$ cat config.mk
export PLATFORM = sky130hd
export DESIGN_NAME = edo_ctrl
export DESIGN_NICKNAME = d
export VERILOG_FILES = /design/src/rtl/edo_pkg.sv /design/src/rtl/edo_refresh_timer.sv /design/src/rtl/edo_seq.sv /design/src/rtl/edo_pins.sv /design/src/rtl/edo_ctrl.sv
export SDC_FILE = /design/constraint.sdc
export NUM_CORES = 1
export LEC_CHECK = 0
export ABC_AREA = 1
export BUFFER_PORTS_ARGS = -buffer_cell sky130_fd_sc_hd__buf_2
export CAP_MARGIN = 20
export CORE_AREA = 2 2 105 208
export CTS_CLUSTER_DIAMETER = 120
export CTS_CLUSTER_SIZE = 25
export DETAILED_ROUTE_END_ITERATION = 12
export DIE_AREA = 0 0 107 210
export GPL_TIMING_DRIVEN = 0
export PLACE_DENSITY = 0.46
export SLEW_MARGIN = 20
export SYNTH_ARGS = -nofsm -noshare
export SYNTH_HDL_FRONTEND = slang
export SYNTH_SLANG_ARGS = --single-unit
$ cat constraint.sdc
create_clock -name clk -period 7.41 [get_ports clk]
set_clock_uncertainty 0.15 [all_clocks]
set_input_delay 1.1115 -clock clk [delete_from_list [all_inputs] [get_ports clk]]
set_output_delay 1.1115 -clock clk [all_outputs]
set_load 0.01 [all_outputs]
$ cat src/rtl/edo_pkg.sv
package edo_pkg;

  typedef enum logic [2:0] {
    S_IDLE,  // all strobes high, accept or refresh
    S_ROW,   // row strobe low, row address out
    S_CSET,  // column address and write enable set up, strobes high
    S_COL,   // column strobes low
    S_CPRE,  // column precharge, row kept open
    S_PRE,   // row precharge
    S_RFC,   // refresh: column strobes low first
    S_RFR    // refresh: row strobe low
  } edo_state_e;

  function automatic int edo_max(input int a, input int b);
    return (a > b) ? a : b;
  endfunction

endpackage

$ cat src/rtl/edo_refresh_timer.sv
module edo_refresh_timer #(
  parameter int INTERVAL = 1950
) (
  input  logic clk,
  input  logic rst_n,
  input  logic ref_ack,
  output logic ref_pending
);
  localparam int CW = $clog2(INTERVAL + 1);

  logic [CW-1:0] cnt;

  always_ff @(posedge clk or negedge rst_n) begin
    if (!rst_n) begin
      cnt         <= CW'(INTERVAL - 1);
      ref_pending <= 1'b0;
    end else if (cnt == '0) begin
      // a new tick keeps the request alive even if one is acked now
      cnt         <= CW'(INTERVAL - 1);
      ref_pending <= 1'b1;
    end else begin
      cnt <= cnt - 1'b1;
      if (ref_ack) ref_pending <= 1'b0;
    end
  end
endmodule

$ cat src/rtl/edo_seq.sv
module edo_seq
  import edo_pkg::*;
#(
  parameter int ROW_W     = 12,
  parameter int COL_W     = 10,
  parameter int LANES     = 2,
  parameter int T_RCD     = 3,
  parameter int T_CAS     = 2,
  parameter int T_CP      = 2,
  parameter int T_RP      = 4,
  parameter int T_CSR     = 2,
  parameter int T_RFR     = 6,
  parameter int T_RAS_MAX = 10000,
  localparam int ADDR_W   = ROW_W + COL_W,
  localparam int DATA_W   = 8 * LANES
) (
  input  logic              clk,
  input  logic              rst_n,
  input  logic              req_valid,
  output logic              req_ready,
  input  logic              req_write,
  input  logic [ADDR_W-1:0] req_addr,
  input  logic [DATA_W-1:0] req_wdata,
  input  logic [LANES-1:0]  req_be,
  input  logic              ref_pending,
  output logic              ref_ack,
  output edo_state_e        state,
  output logic              col_last,
  output logic [ROW_W-1:0]  lat_row,
  output logic [COL_W-1:0]  lat_col,
  output logic [LANES-1:0]  lat_be,
  output logic              lat_wr,
  output logic [DATA_W-1:0] lat_wdata
);
  localparam int TMAX = edo_max(edo_max(edo_max(T_RCD, T_CAS), edo_max(T_CP, T_RP)),
                                edo_max(T_CSR, T_RFR));
  localparam int TW   = $clog2(TMAX + 1);
  localparam int RW   = $clog2(T_RAS_MAX + 1) + 1;
  // row-low cycles one more page column adds (setup + strobe + precharge)
  localparam int COLUMN_COST = 1 + T_CAS + T_CP;

  edo_state_e    nxt;
  logic [TW-1:0] tmr, tmr_load;
  logic          tmr_zero;
  logic [RW-1:0] ras_cnt;
  logic          same_row, budget_ok, acc;
  logic          low_now, low_next;

  assign tmr_zero  = (tmr == '0);
  assign same_row  = (req_addr[ADDR_W-1:COL_W] == lat_row);
  assign budget_ok = (32'(ras_cnt) + 32'(COLUMN_COST) + 32'd1) <= 32'(T_RAS_MAX);
  assign acc       = req_valid && req_ready;
  assign col_last  = (state == S_COL) && tmr_zero;

  always_comb begin
    nxt       = state;
    tmr_load  = '0;
    req_ready = 1'b0;
    ref_ack   = 1'b0;
    unique case (state)
      S_IDLE: begin
        if (ref_pending) begin
          nxt      = S_RFC;
          tmr_load = TW'(T_CSR - 1);
          ref_ack  = 1'b1;
        end else begin
          req_ready = 1'b1;
          if (req_valid) begin
            nxt      = S_ROW;
            tmr_load = TW'(T_RCD - 1);
          end
        end
      end
      S_ROW:  if (tmr_zero) nxt = S_CSET;
      S_CSET: begin
        nxt      = S_COL;
        tmr_load = TW'(T_CAS - 1);
      end
      S_COL: if (tmr_zero) begin
        nxt      = S_CPRE;
        tmr_load = TW'(T_CP - 1);
      end
      S_CPRE: if (tmr_zero) begin
        req_ready = !ref_pending && same_row && budget_ok;
        if (req_ready && req_valid) begin
          nxt = S_CSET;
        end else begin
          nxt      = S_PRE;
          tmr_load = TW'(T_RP - 1);
        end
      end
      S_PRE: if (tmr_zero) nxt = S_IDLE;
      S_RFC: if (tmr_zero) begin
        nxt      = S_RFR;
        tmr_load = TW'(T_RFR - 1);
      end
      S_RFR: if (tmr_zero) begin
        nxt      = S_PRE;
        tmr_load = TW'(T_RP - 1);
      end
      default: nxt = S_IDLE;
    endcase
  end

  assign low_now  = (state == S_ROW) || (state == S_CSET) || (state == S_COL) || (state == S_CPRE);
  assign low_next = (nxt == S_ROW) || (nxt == S_CSET) || (nxt == S_COL) || (nxt == S_CPRE);

  always_ff @(posedge clk or negedge rst_n) begin
    if (!rst_n) begin
      state   <= S_IDLE;
      tmr     <= '0;
      ras_cnt <= '0;
    end else begin
      state <= nxt;
      if (nxt != state)   tmr <= tmr_load;
      else if (!tmr_zero) tmr <= tmr - 1'b1;
      ras_cnt <= (low_now && low_next) ? ras_cnt + 1'b1 : '0;
    end
  end

  always_ff @(posedge clk or negedge rst_n) begin
    if (!rst_n) begin
      lat_row   <= '0;
      lat_col   <= '0;
      lat_be    <= '0;
      lat_wr    <= 1'b0;
      lat_wdata <= '0;
    end else if (acc) begin
      lat_row   <= req_addr[ADDR_W-1:COL_W];
      lat_col   <= req_addr[COL_W-1:0];
      lat_be    <= req_be;
      lat_wr    <= req_write;
      lat_wdata <= req_wdata;
    end
  end
endmodule

$ cat src/rtl/edo_pins.sv
module edo_pins
  import edo_pkg::*;
#(
  parameter int ROW_W   = 12,
  parameter int COL_W   = 10,
  parameter int LANES   = 2,
  localparam int DATA_W = 8 * LANES
) (
  input  edo_state_e        state,
  input  logic [ROW_W-1:0]  lat_row,
  input  logic [COL_W-1:0]  lat_col,
  input  logic [LANES-1:0]  lat_be,
  input  logic              lat_wr,
  input  logic [DATA_W-1:0] lat_wdata,
  output logic              ras_n,
  output logic [LANES-1:0]  cas_n,
  output logic              we_n,
  output logic              oe_n,
  output logic [ROW_W-1:0]  addr,
  output logic [DATA_W-1:0] dq_out,
  output logic              dq_oe
);
  logic col_phase, refresh_cas, data_phase;

  assign col_phase   = (state == S_CSET) || (state == S_COL) || (state == S_CPRE);
  assign refresh_cas = (state == S_RFC) || (state == S_RFR);
  assign data_phase  = (state == S_CSET) || (state == S_COL);

  assign ras_n = !((state == S_ROW) || col_phase || (state == S_RFR));
  assign we_n  = !(lat_wr && data_phase);
  assign oe_n  = !(!lat_wr && (state == S_COL));
  assign dq_oe = lat_wr && data_phase;
  assign addr  = col_phase ? {{(ROW_W - COL_W){1'b0}}, lat_col} : lat_row;

  for (genvar g = 0; g < LANES; g++) begin : g_lane
    assign cas_n[g]        = !(((state == S_COL) && lat_be[g]) || refresh_cas);
    assign dq_out[8*g +: 8] = lat_wdata[8*g +: 8];
  end
endmodule

$ cat src/rtl/edo_ctrl.sv
module edo_ctrl
  import edo_pkg::*;
#(
  parameter int ROW_W        = 12,
  parameter int COL_W        = 10,
  parameter int LANES        = 2,
  parameter int T_RCD        = 3,
  parameter int T_CAS        = 2,
  parameter int T_CP         = 2,
  parameter int T_RP         = 4,
  parameter int T_CSR        = 2,
  parameter int T_RFR        = 6,
  parameter int T_RAS_MAX    = 10000,
  parameter int REF_INTERVAL = 1950,
  localparam int ADDR_W      = ROW_W + COL_W,
  localparam int DATA_W      = 8 * LANES
) (
  input  logic              clk,
  input  logic              rst_n,
  input  logic              req_valid,
  output logic              req_ready,
  input  logic              req_write,
  input  logic [ADDR_W-1:0] req_addr,
  input  logic [DATA_W-1:0] req_wdata,
  input  logic [LANES-1:0]  req_be,
  output logic              rd_valid,
  output logic [DATA_W-1:0] rd_data,
  output logic              dram_ras_n,
  output logic [LANES-1:0]  dram_cas_n,
  output logic              dram_we_n,
  output logic              dram_oe_n,
  output logic [ROW_W-1:0]  dram_addr,
  output logic [DATA_W-1:0] dram_dq_out,
  output logic              dram_dq_oe,
  input  logic [DATA_W-1:0] dram_dq_in
);
  edo_state_e        state;
  logic              ref_pending, ref_ack, col_last, lat_wr;
  logic [ROW_W-1:0]  lat_row;
  logic [COL_W-1:0]  lat_col;
  logic [LANES-1:0]  lat_be;
  logic [DATA_W-1:0] lat_wdata, lane_mask;

  edo_refresh_timer #(.INTERVAL(REF_INTERVAL)) u_ref (
    .clk(clk), .rst_n(rst_n), .ref_ack(ref_ack), .ref_pending(ref_pending)
  );

  edo_seq #(
    .ROW_W(ROW_W), .COL_W(COL_W), .LANES(LANES), .T_RCD(T_RCD), .T_CAS(T_CAS),
    .T_CP(T_CP), .T_RP(T_RP), .T_CSR(T_CSR), .T_RFR(T_RFR), .T_RAS_MAX(T_RAS_MAX)
  ) u_seq (
    .clk(clk), .rst_n(rst_n), .req_valid(req_valid), .req_ready(req_ready),
    .req_write(req_write), .req_addr(req_addr), .req_wdata(req_wdata), .req_be(req_be),
    .ref_pending(ref_pending), .ref_ack(ref_ack), .state(state), .col_last(col_last),
    .lat_row(lat_row), .lat_col(lat_col), .lat_be(lat_be), .lat_wr(lat_wr),
    .lat_wdata(lat_wdata)
  );

  edo_pins #(.ROW_W(ROW_W), .COL_W(COL_W), .LANES(LANES)) u_pins (
    .state(state), .lat_row(lat_row), .lat_col(lat_col), .lat_be(lat_be),
    .lat_wr(lat_wr), .lat_wdata(lat_wdata), .ras_n(dram_ras_n), .cas_n(dram_cas_n),
    .we_n(dram_we_n), .oe_n(dram_oe_n), .addr(dram_addr), .dq_out(dram_dq_out),
    .dq_oe(dram_dq_oe)
  );

  for (genvar g = 0; g < LANES; g++) begin : g_mask
    assign lane_mask[8*g +: 8] = {8{lat_be[g]}};
  end

  // read data sampled on the last strobe-low cycle, returned next cycle
  always_ff @(posedge clk or negedge rst_n) begin
    if (!rst_n) begin
      rd_valid <= 1'b0;
      rd_data  <= '0;
    end else begin
      rd_valid <= col_last && !lat_wr;
      if (col_last && !lat_wr) rd_data <= dram_dq_in & lane_mask;
    end
  end
endmodule

==> impl_metrics.py, run 1 <==
metrics = {
    "placement": {
        "gp_congestion": 0.854,
        "io_buffers": 111,
        "hpwl_mm": 12.0,
    },
    "clock_network": {
        "clk_pin_slew_ns": 0.06,
        "postCtsHoldBufs": 0,
        "cts_buffers": 9,
        "cts_buffer_depth": 2,
        "cts_tree": "done",
        "postCtsResizedCells": 0,
        "post_cts_buffers": 0,
        "cts_sinks": 91,
        "insertion_delay_ns": 0.36,
        "root_buffer": "clkbuf_16",
        "htree_levels": 3,
    },
    "power": {
        "peakVddDrop_v": 0.000161,
        "leakage_nw": 3.02,
        "power_density_nw_per_um2": 348,
    },
    "worst_setup_path": {
        "crit_arrival_ns": 2.74,
        "ff2ff_path_depth": 19,
        "worstSetupStartpoint": "u_seq.ras_cnt[0]",
        "reg2reg_from": "u_seq.ras_cnt[0]",
        "crit_path_start_kind": "flip-flop",
        "critPathKind": "reg2out",
        "rr_endpoint": "u_seq.lat_row[5]",
        "end_kind": "primary output",
        "required_ns": 6.15,
        "r2r_slack_ns": 3.81,
        "crit_fanout": 5,
    },
    "final_layout": {
        "seqCellArea_sq_um": 2290,
        "layout_common_cells": "151 x nand2_1, 114 x buf_2, 83 x dfrtp_1",
        "multi_input_area_sq_um": 2450,
        "final_common_cell": "nand2_1",
        "drive_gt1_share_pct": 28.6,
        "area_growth_pct": 23.7,
        "num-fill-cells": 2299,
        "nNetsFinal": 828,
        "utilization_pct": 30.4,
    },
    "floorplan": {
        "die_h_microns": 210,
        "fp.coreArea_sq_um": 20900,
        "dieArea_sq_um": 22500,
        "ios": 112,
        "start_util_pct": 24.6,
        "num_rows": 75,
        "die_w_microns": 107,
    },
    "min_path": {
        "hold_path_class": "reg2reg",
        "holdCritStartpoint": "u_ref.cnt[0]",
        "holdPathStages": 1,
        "whs_endpoint": "u_ref.cnt[0]",
    },
    "synthesis": {
        "synth_cell_types": 38,
        "synthCells": 639,
        "synthesis.area_per_instance_sq_um": 8.04,
        "yosysWarnings": 0,
        "synth_nets": 705,
        "synth_area_sq_um": 5140,
        "yosys_register_bits": 91,
        "yosysSeqAreaShare_pct": 44.5,
    },
    "sta": {
        "finalSetupViolations": 0,
        "setup-tns-final_ns": 0,
        "maxSlewViolCount": 0,
        "finalCriticalPeriod_ns": 4.00,
        "tightest_slew_ns": 0.611,
        "max_slew_margin_pct": 59.3,
        "post-route-period-util_pct": 53.9,
        "max_freq_mhz": 250,
        "rsz0062_at_grt": "false",
        "hold_viol_final": 0,
    },
    "route": {
        "vias_per_cell": 4.29,
        "drtIter0Drc": 147,
        "ant_nets": 0,
        "finalWirelength_mm": 14.9,
        "drc": 0,
        "dr.pass1.iters": 4,
        "wl_per_cell_microns": 14.3,
        "vias": 4447,
    },
    "global_route": {
        "grtUsageTotal_pct": 13.9,
        "grt_antenna_before_repair": 1,
        "overflow": 0,
        "grt_pass1_vias": 4711,
        "grt_max_degree": 47,
        "grt_pass1_wl_mm": 23.8,
    },
    "job": {
        "max_cap_violations": 0,
    },
    "outcome": {
        "run_status": "finished clean",
    },
}
[cells in the mapped netlist (all sizes together)]
master	n	share of area, %
nor2	88	8.4
a21oi	5	0.49
nor4	2	0.24
clkbuf	10	0.73
ha	6	1.5
o21bai	3	0.66
nand2	165	13
nand4	10	1.2
dfstp	8	4.1
o2111ai	1	0.17
mux2	26	5.7
o22ai	3	0.37
or2	3	0.37
xor2	16	2.7
o21ai	54	5.5
a21boi	1	0.15
buf	7	0.90
nor3	4	0.39
inv	81	5.9
a211oi	5	0.73
nand3	51	5.6
dfrtp	83	40
a31oi	1	0.12
clkinv	2	0.17
xnor2	4	0.68
[power by group]
| group | leakage [nW] | internal (W) | switching, W | total, W |
|---|---|---|---|---|
| combinational | 1.76 | 0.000369 | 0.000647 | 0.00102 |
| sequential | 1.12 | 0.000672 | 0.0000780 | 0.000750 |
| clock | 0.135 | 0.000239 | 0.000209 | 0.000448 |
[worst max-delay path, cell delays in order (launching register included)]
cell and delay [ns]:
dfrtp_1 0.42, ha_1 0.26, inv_1 0.06, nand2_1 0.10, nand2_1 0.14, nand2_1 0.11, nor2_2 0.18, nand3_2 0.14
nor2_4 0.15, nand2_1 0.07, nor2_2 0.11, nand2_1 0.06, nand2_1 0.05, nand3_1 0.08, nand2_2 0.13, nand3_1 0.08
nand2_1 0.08, buf_2 0.13
[kinds of logic after synthesis]
logic type,after synthesis,synth area share (%)
AND/OR/NAND/NOR,323,29.0
buffers and inverters,100,7.72
flip-flops,91,44.5
AO/OA/AOI/OAI,73,8.16
multiplexers,26,5.70
XOR/XNOR,20,3.41
adder cells (fa/ha/maj),6,1.46
[through the flow]
| step | instances | worst slack (ns) | instance area, sq um | power [W] | hold slack, ns |
|---|---|---|---|---|---|
| 5_1_grt | 1037 | 3.15 | 6350 | 0.00240 | 0.333 |
| 3_3_place_gp | 1019 | 3.65 | 6030 | 0.00179 | 0.285 |
| 4_1_cts | 1036 | 3.35 | 6350 | 0.00226 | 0.315 |
| 3_5_place_dp | 1020 | 3.65 | 6060 | 0.00180 | 0.299 |
| 6_report | 1037 | 3.41 | 6350 | 0.00221 | 0.306 |
| 2_1_floorplan | 639 | 4.14 | 5140 | 0.00140 | 0.279 |
[registers in the layout, summed over array words and instances (netlist names)]
| register | cells |
|---|---|
| u_seq.tmr | 3 |
| u_seq.lat_wr | 1 |
| rd_valid | 1 |
| u_seq.lat_be | 2 |
| u_seq.ras_cnt | 15 |
| u_seq.lat_col | 10 |
| u_ref.cnt | 11 |
| u_ref.ref_pending | 1 |
| u_seq.lat_row | 12 |
| rd_data | 16 |
| u_seq.state | 3 |
| u_seq.lat_wdata | 16 |
[how the worst max path moves through the flow]
| stage | cells after the start | end |
|---|---|---|
| 2_1_floorplan | 8 | req_ready |
| 3_3_place_gp | 10 | req_ready |
| 3_5_place_dp | 12 | u_seq.lat_row[5] |
| 4_1_cts | 17 | req_ready |
| 5_1_grt | 17 | req_ready |
| 6_report | 17 | req_ready |
[routing by layer]
layer	vias up	wire length, microns	global-route usage [%]
li1	2287	-	-
met1	2065	5260	13.0
met2	69	8700	27.8
met3	26	364	2.38
met4	0	532	6.94
met5	-	0	0
[area by class of cell]
cell class | instances | share of cell area, %
Antenna cell | 1 | 0.0394
Sequential cell | 91 | 36.0
Multi-Input combinational cell | 448 | 38.6
Buffer | 17 | 1.32
Clock buffer | 10 | 3.76
Timing Repair Buffer | 112 | 9.27
Clock inverter | 6 | 0.788
Inverter | 83 | 4.92
Tap cell | 269 | 5.30
(Power assumes the default switching activity.)
==> inputs of run 2 (changes only) <==
--- a/config.mk
+++ b/config.mk
@@ -5,14 +5,14 @@
 export SDC_FILE = /design/constraint.sdc
 export NUM_CORES = 1
 export LEC_CHECK = 0
-export ABC_AREA = 1
+export ABC_AREA = 0
 export BUFFER_PORTS_ARGS = -buffer_cell sky130_fd_sc_hd__buf_2
 export CAP_MARGIN = 20
-export CORE_AREA = 2 2 105 208
+export CORE_AREA = 2 2 104 206
 export CTS_CLUSTER_DIAMETER = 120
 export CTS_CLUSTER_SIZE = 25
 export DETAILED_ROUTE_END_ITERATION = 12
-export DIE_AREA = 0 0 107 210
+export DIE_AREA = 0 0 106 208
 export GPL_TIMING_DRIVEN = 0
 export PLACE_DENSITY = 0.46
 export SLEW_MARGIN = 20
==> constraint.sdc (replaced) <==
create_clock -name clk -period 3.7 [get_ports clk]
set_clock_uncertainty 0.15 [all_clocks]
set_input_delay 0.555 -clock clk [delete_from_list [all_inputs] [get_ports clk]]
set_output_delay 0.555 -clock clk [all_outputs]
set_load 0.01 [all_outputs]
==> impl_metrics.py, run 2 <==
metrics = {
    "placement": {
        "dp.cells": 873,
        "hpwl_mm": 10.6,
        "dpl_cell_area_sq_um": 5980,
        "place_ws_ns": -0.606,
        "gp_congestion": 0.811,
        "io_buffers": 111,
    },
    "global_route": {
        "overflow": 0,
        "grt_max_degree": 75,
        "grt_antenna_before_repair": 1,
        "grtUsageTotal_pct": 13.6,
        "grt_pass1_vias": 4606,
        "grt_pass1_wl_mm": 23.6,
    },
    "job": {
        "max_cap_violations": 0,
    },
    "final_layout": {
        "nNetsFinal": 722,
        "area_growth_pct": 37.8,
        "reg.largest.list": "rd_data: 16 flops, u_seq.lat_wdata: 16 flops, u_seq.ras_cnt: 15 flops",
        "design_area_sq_um": 6930,
        "drive_gt1_share_pct": 37.7,
        "layout_common_cells": "111 x buf_2, 80 x dfrtp_1, 65 x nand2_1",
        "final_common_cell": "buf_2",
        "finalNonFillerCells": 928,
        "num-fill-cells": 2088,
    },
    "route": {
        "finalWirelength_mm": 14.9,
        "vias_per_cell": 4.64,
        "ant_nets": 0,
        "dr.pass1.iters": 9,
        "wl_per_cell_microns": 16.1,
        "vias": 4304,
        "drtIter0Drc": 203,
        "drc": 0,
    },
    "worst_setup_path": {
        "crit_arrival_ns": 3.46,
        "crit_fanout": 3,
        "required_ns": 2.99,
        "crit_buf_inv": 3,
        "cp.depth": 11,
        "end_kind": "primary output",
        "crit_path_start_kind": "flip-flop",
        "crit_path_max_incr_delay_ns": 0.54,
        "ff2ff_path_depth": 15,
        "cp_top_family": "simple AND/OR/NAND/NOR gates",
        "critPathKind": "reg2out",
        "cp_common_cell": "buf_6",
        "cp_slowest_cell": "or4_1",
        "crit_chain": "buf_6 -> buf_6 -> a21oi_4 -> nor4_4 -> xnor2_2 -> or4_1 -> or4b_4 -> a21o_1 -> o41a_4 -> nor2_4 -> buf_6",
    },
    "outcome": {
        "run_status": "finished with violations",
        "violations": "negative setup slack",
    },
    "sta": {
        "maxSlewViolCount": 0,
        "setup_slack_ns": -0.468,
        "rsz0062_at_grt": "true",
        "hold_viol_final": 0,
        "finalSetupViolations": 60,
        "tightest_slew_ns": 0.605,
        "max_slew_margin_pct": 59.5,
        "max_freq_mhz": 240,
        "finalCriticalPeriod_ns": 4.17,
        "post-route-period-util_pct": 113,
        "hold_ws_ns": 0.253,
    },
    "synthesis": {
        "yosysTopAreaCell": "dfrtp_1",
        "synth_area_sq_um": 5020,
        "synth_edf_count": 0,
        "yosysWarnings": 0,
        "synth_nets": 561,
        "synthesis.area_per_instance_sq_um": 10.2,
        "synth_top_area_share_pct": 41.3,
        "synthCells": 495,
        "synth.area.top_cells": "dfrtp_1 41%, mux2_1 9.0%, xnor2_1 5.2%",
        "yosysSeqAreaShare_pct": 45.5,
        "yosys_most_used_dff": "dfrtp_1",
        "synth_async_sr_flop_share_pct": 100,
        "yosysMostFrequentCell": "dfrtp_1",
        "synth_cell_types": 66,
        "yosys_register_bits": 91,
        "ys_top_cells_by_count": "83 x dfrtp_1, 65 x nand2_1, 40 x mux2_1",
    },
    "power": {
        "peakVddDrop_v": 0.000359,
        "leakage_nw": 3.00,
        "power_density_nw_per_um2": 615,
    },
    "floorplan": {
        "die_w_microns": 106,
        "die_h_microns": 208,
        "num_rows": 74,
        "start_util_pct": 24.6,
        "ios": 112,
        "dieArea_sq_um": 22000,
        "fp.coreArea_sq_um": 20500,
    },
    "clock_network": {
        "cts_sinks": 91,
        "clk_pin_slew_ns": 0.07,
        "htree_levels": 3,
        "cts_buffers": 9,
        "insertion_delay_ns": 0.36,
        "cts_tree": "done",
        "root_buffer": "clkbuf_16",
        "cts_buffer_depth": 2,
    },
    "min_path": {
        "holdPathStages": 2,
        "hold_path_class": "in2reg",
    },
}
[run 2: worst paths after layout]
kind,from,endpoint,slack (ns)
min in group asynchronous,rst_n,rd_data[0],0.44
setup reg to reg,u_seq.ras_cnt[1],u_seq.lat_wdata[7],-0.38
hold reg to reg,u_ref.cnt[0],u_ref.cnt[0],0.30
hold / removal,req_addr[3],u_seq.lat_col[3],0.25
max in group asynchronous,rst_n,u_ref.cnt[0],2.29
setup / recovery,u_seq.ras_cnt[1],req_ready,-0.47
[run 2: metrics by stage]
| step | TNS [ns] | total power, W | utilization (%) |
|---|---|---|---|
| final | -17.37 | 0.00426 | 33.9 |
| after detailed placement | -33.33 | 0.00314 | 29.2 |
| after global routing | -24.54 | 0.00452 | 33.9 |
| after CTS | -21.70 | 0.00425 | 33.2 |
| after global placement | -32.19 | 0.00311 | 29.1 |
| after floorplan | -0.298 | 0.00253 | - |
[run 2: cells by family after synthesis]
family          after synthesis  share of synthesized area [%]
compound gates               78                           10.9
xor+xnor                     46                           8.02
fa+ha+maj                     6                           1.49
buf+inv                      45                           4.21
flops                        91                           45.5
mux                          53                           11.9
simple gates                176                           18.0
[run 2: power breakdown]
part | leakage, nW | total (W) | switching, W | internal, W
Sequential | 1.13 | 0.00150 | 0.000194 | 0.00131
Combinational | 1.74 | 0.00182 | 0.000957 | 0.000865
Clock | 0.137 | 0.000932 | 0.000419 | 0.000513
Total | 3.00 | 0.00426 | 0.00157 | 0.00269
[run 2: metal layers]
layer | GRT usage, % | vias to the layer above | part of all wire, %
met3 | 2.85 | 23 | 3.5
met1 | 13.2 | 2099 | 35
met5 | 0 | - | 0
met4 | 6.76 | 0 | 2.8
met2 | 26.4 | 118 | 59
li1 | - | 2064 | -
[run 2: final cells by class]
cell class	count	area, sq um	area share, %
diodes	1	2.50	0.0361
plain buffers	31	198	2.85
clock buffers	12	267	3.85
clock inverters	4	31.3	0.452
inverters	12	45.0	0.650
multi-input cells	360	2750	39.7
flip-flops and latches	91	2290	33.1
well taps	266	333	4.80
repair buffers	151	1010	14.6
[run 2: repair_timing]
item                                    in CTS  in global routing
resized for setup                           53                 14
cloned                                       3                  2
setup buffers                               29                  5
endpoints found under the setup margin      62                 70
hold buffers                                 1                  0
pin swaps                                   21                 10
hold endpoints to repair                    17                  0
==> inputs of run 3 (changes only) <==
--- a/config.mk
+++ b/config.mk
@@ -15,7 +15,7 @@
 export DIE_AREA = 0 0 106 208
 export GPL_TIMING_DRIVEN = 0
 export PLACE_DENSITY = 0.46
-export SLEW_MARGIN = 20
+export SLEW_MARGIN = 15
 export SYNTH_ARGS = -nofsm -noshare
 export SYNTH_HDL_FRONTEND = slang
 export SYNTH_SLANG_ARGS = --single-unit
==> constraint.sdc (replaced) <==
create_clock -name clk -period 5.1 [get_ports clk]
set_clock_uncertainty 0.15 [all_clocks]
set_input_delay 0.765 -clock clk [delete_from_list [all_inputs] [get_ports clk]]
set_output_delay 0.765 -clock clk [all_outputs]
set_load 0.01 [all_outputs]
==> impl_metrics.py, run 3 (synthesis results as in run 2) <==
metrics = {
    "outcome": {
        "run_status": "finished clean",
    },
    "worst_setup_path": {
        "required_ns": 4.18,
        "end_kind": "primary output",
        "crit_path_max_incr_delay_ns": 0.58,
        "cp_slowest_cell": "or4b_1",
        "crit_fanout": 10,
        "crit_path_start_kind": "flip-flop",
        "r2r_slack_ns": 0.90,
        "critPathKind": "reg2out",
        "crit_buf_inv": 2,
        "crit_arrival_ns": 3.91,
        "cp_top_family": "compound AO/OA/AOI/OAI gates",
        "crit_chain": "ha_1 -> clkbuf_2 -> nor2_2 -> o211ai_1 -> a2111oi_4 -> nand3_1 -> or4b_1 -> a21o_1 -> o41a_4 -> nor2_1 -> buf_2",
    },
    "route": {
        "vias": 4218,
        "drtIter0Drc": 146,
        "drc": 0,
        "ant_nets": 0,
        "finalWirelength_mm": 14.2,
        "wl_per_cell_microns": 15.9,
        "dr.pass1.iters": 4,
        "vias_per_cell": 4.73,
    },
    "power": {
        "power_density_nw_per_um2": 474,
        "leakage_nw": 2.72,
        "p_seq_share_pct": 36.1,
        "intPower_w": 0.00191,
        "power_frac_comb_pct": 39.2,
        "p_sw_w": 0.00108,
        "p_sw_share_pct": 36.1,
        "clockPowerShare_pct": 24.7,
        "peakVddDrop_v": 0.000258,
    },
    "global_route": {
        "grt_antenna_before_repair": 1,
        "grtUsageTotal_pct": 13.2,
        "overflow": 0,
        "grt_pass1_vias": 4545,
        "grt_pass1_wl_mm": 22.9,
        "grt_max_degree": 50,
    },
    "placement": {
        "io_buffers": 111,
        "place_ws_ns": 0.220,
        "gp_congestion": 0.837,
        "hpwl_mm": 11.0,
    },
    "clock_network": {
        "cts_tree": "done",
        "root_buffer": "clkbuf_16",
        "htree_levels": 3,
        "insertion_delay_ns": 0.36,
        "cts_buffer_depth": 2,
        "cts_sinks": 91,
        "cts_buffers": 9,
        "clk_pin_slew_ns": 0.07,
    },
    "sta": {
        "max_freq_mhz": 207,
        "finalSetupViolations": 0,
        "max_slew_margin_pct": 60.3,
        "setup_slack_ns": 0.279,
        "maxSlewViolCount": 0,
        "tightest_slew_ns": 0.590,
        "hold_ws_ns": 0.263,
        "post-route-period-util_pct": 94.5,
        "finalCriticalPeriod_ns": 4.82,
        "hold_viol_final": 0,
        "rsz0062_at_grt": "false",
        "setup-tns-final_ns": 0,
    },
    "final_layout": {
        "drive_gt1_share_pct": 27.9,
        "final_common_cell": "buf_2",
        "num-fill-cells": 2151,
        "nNetsFinal": 685,
        "reg.largest.list": "rd_data: 16 flops, u_seq.lat_wdata: 16 flops, u_seq.ras_cnt: 15 flops",
        "layout_common_cells": "115 x buf_2, 83 x dfrtp_1, 65 x nand2_1",
        "seqCellArea_sq_um": 2290,
        "utilization_pct": 30.8,
        "area_growth_pct": 25.6,
        "multi_input_area_sq_um": 2560,
    },
    "min_path": {
        "hold_path_class": "in2async",
    },
    "floorplan": {
        "fp.coreArea_sq_um": 20500,
        "die_h_microns": 208,
        "num_rows": 74,
        "die_w_microns": 106,
        "ios": 112,
        "dieArea_sq_um": 22000,
        "start_util_pct": 24.6,
    },
    "job": {
        "max_cap_violations": 0,
    },
}
run 3: what timing repair did:
action | CTS | global route
hold buffers | 0 | 0
setup endpoints to repair | 1 | 1
gates resized for setup | 4 | 4
pin swaps | 0 | 1
setup buffers | 0 | 1
run 3: cell type report:
class / instances / area share [%]
clock buffers: 12 / 3.91
clock inverters: 4 / 1.17
diodes: 1 / 0.0397
inverters: 12 / 0.714
repair buffers: 113 / 9.40
flip-flops and latches: 91 / 36.2
plain buffers: 33 / 2.70
multi-input cells: 359 / 40.6
well taps: 266 / 5.27
run 3: worst paths after layout:
check | startpoint | endpoint | depth (start not counted)
max | u_seq.ras_cnt[1] | req_ready | 11
min | rst_n | rd_data[5] | 1
max reg2reg | u_seq.ras_cnt[0] | u_seq.ras_cnt[9] | 13
min reg2reg | u_ref.cnt[0] | u_ref.cnt[0] | 1
max in group asynchronous | rst_n | u_ref.cnt[2] | 2
min in group clk | u_ref.cnt[0] | u_ref.cnt[0] | 1
run 3: power by group through the flow:
stage               Combinational (W)  Clock, W  Sequential (W)
floorplan                    0.000715         0         0.00111
global placement              0.00116         0         0.00109
detailed placement            0.00118         0         0.00110
CTS                           0.00119  0.000767         0.00108
global route                  0.00130  0.000786         0.00111
finish                        0.00117  0.000738         0.00108
run 3: routing by layer:
layer | global-route usage (%) | part of all wire, % | vias to the layer above
met5 | 0 | 0 | -
met4 | 7.49 | 3.2 | 0
met3 | 2.07 | 3.1 | 25
met2 | 26.3 | 58 | 117
met1 | 12.3 | 35 | 2087
li1 | - | - | 1989
run 3: metrics by stage:
stage | std cells | power [W] | area, sq um
after floorplan | 495 | 0.00183 | 5020
after global placement | 872 | 0.00224 | 5910
after detailed placement | 873 | 0.00228 | 5940
after CTS | 889 | 0.00304 | 6280
after global routing | 891 | 0.00320 | 6310
final | 891 | 0.00299 | 6310
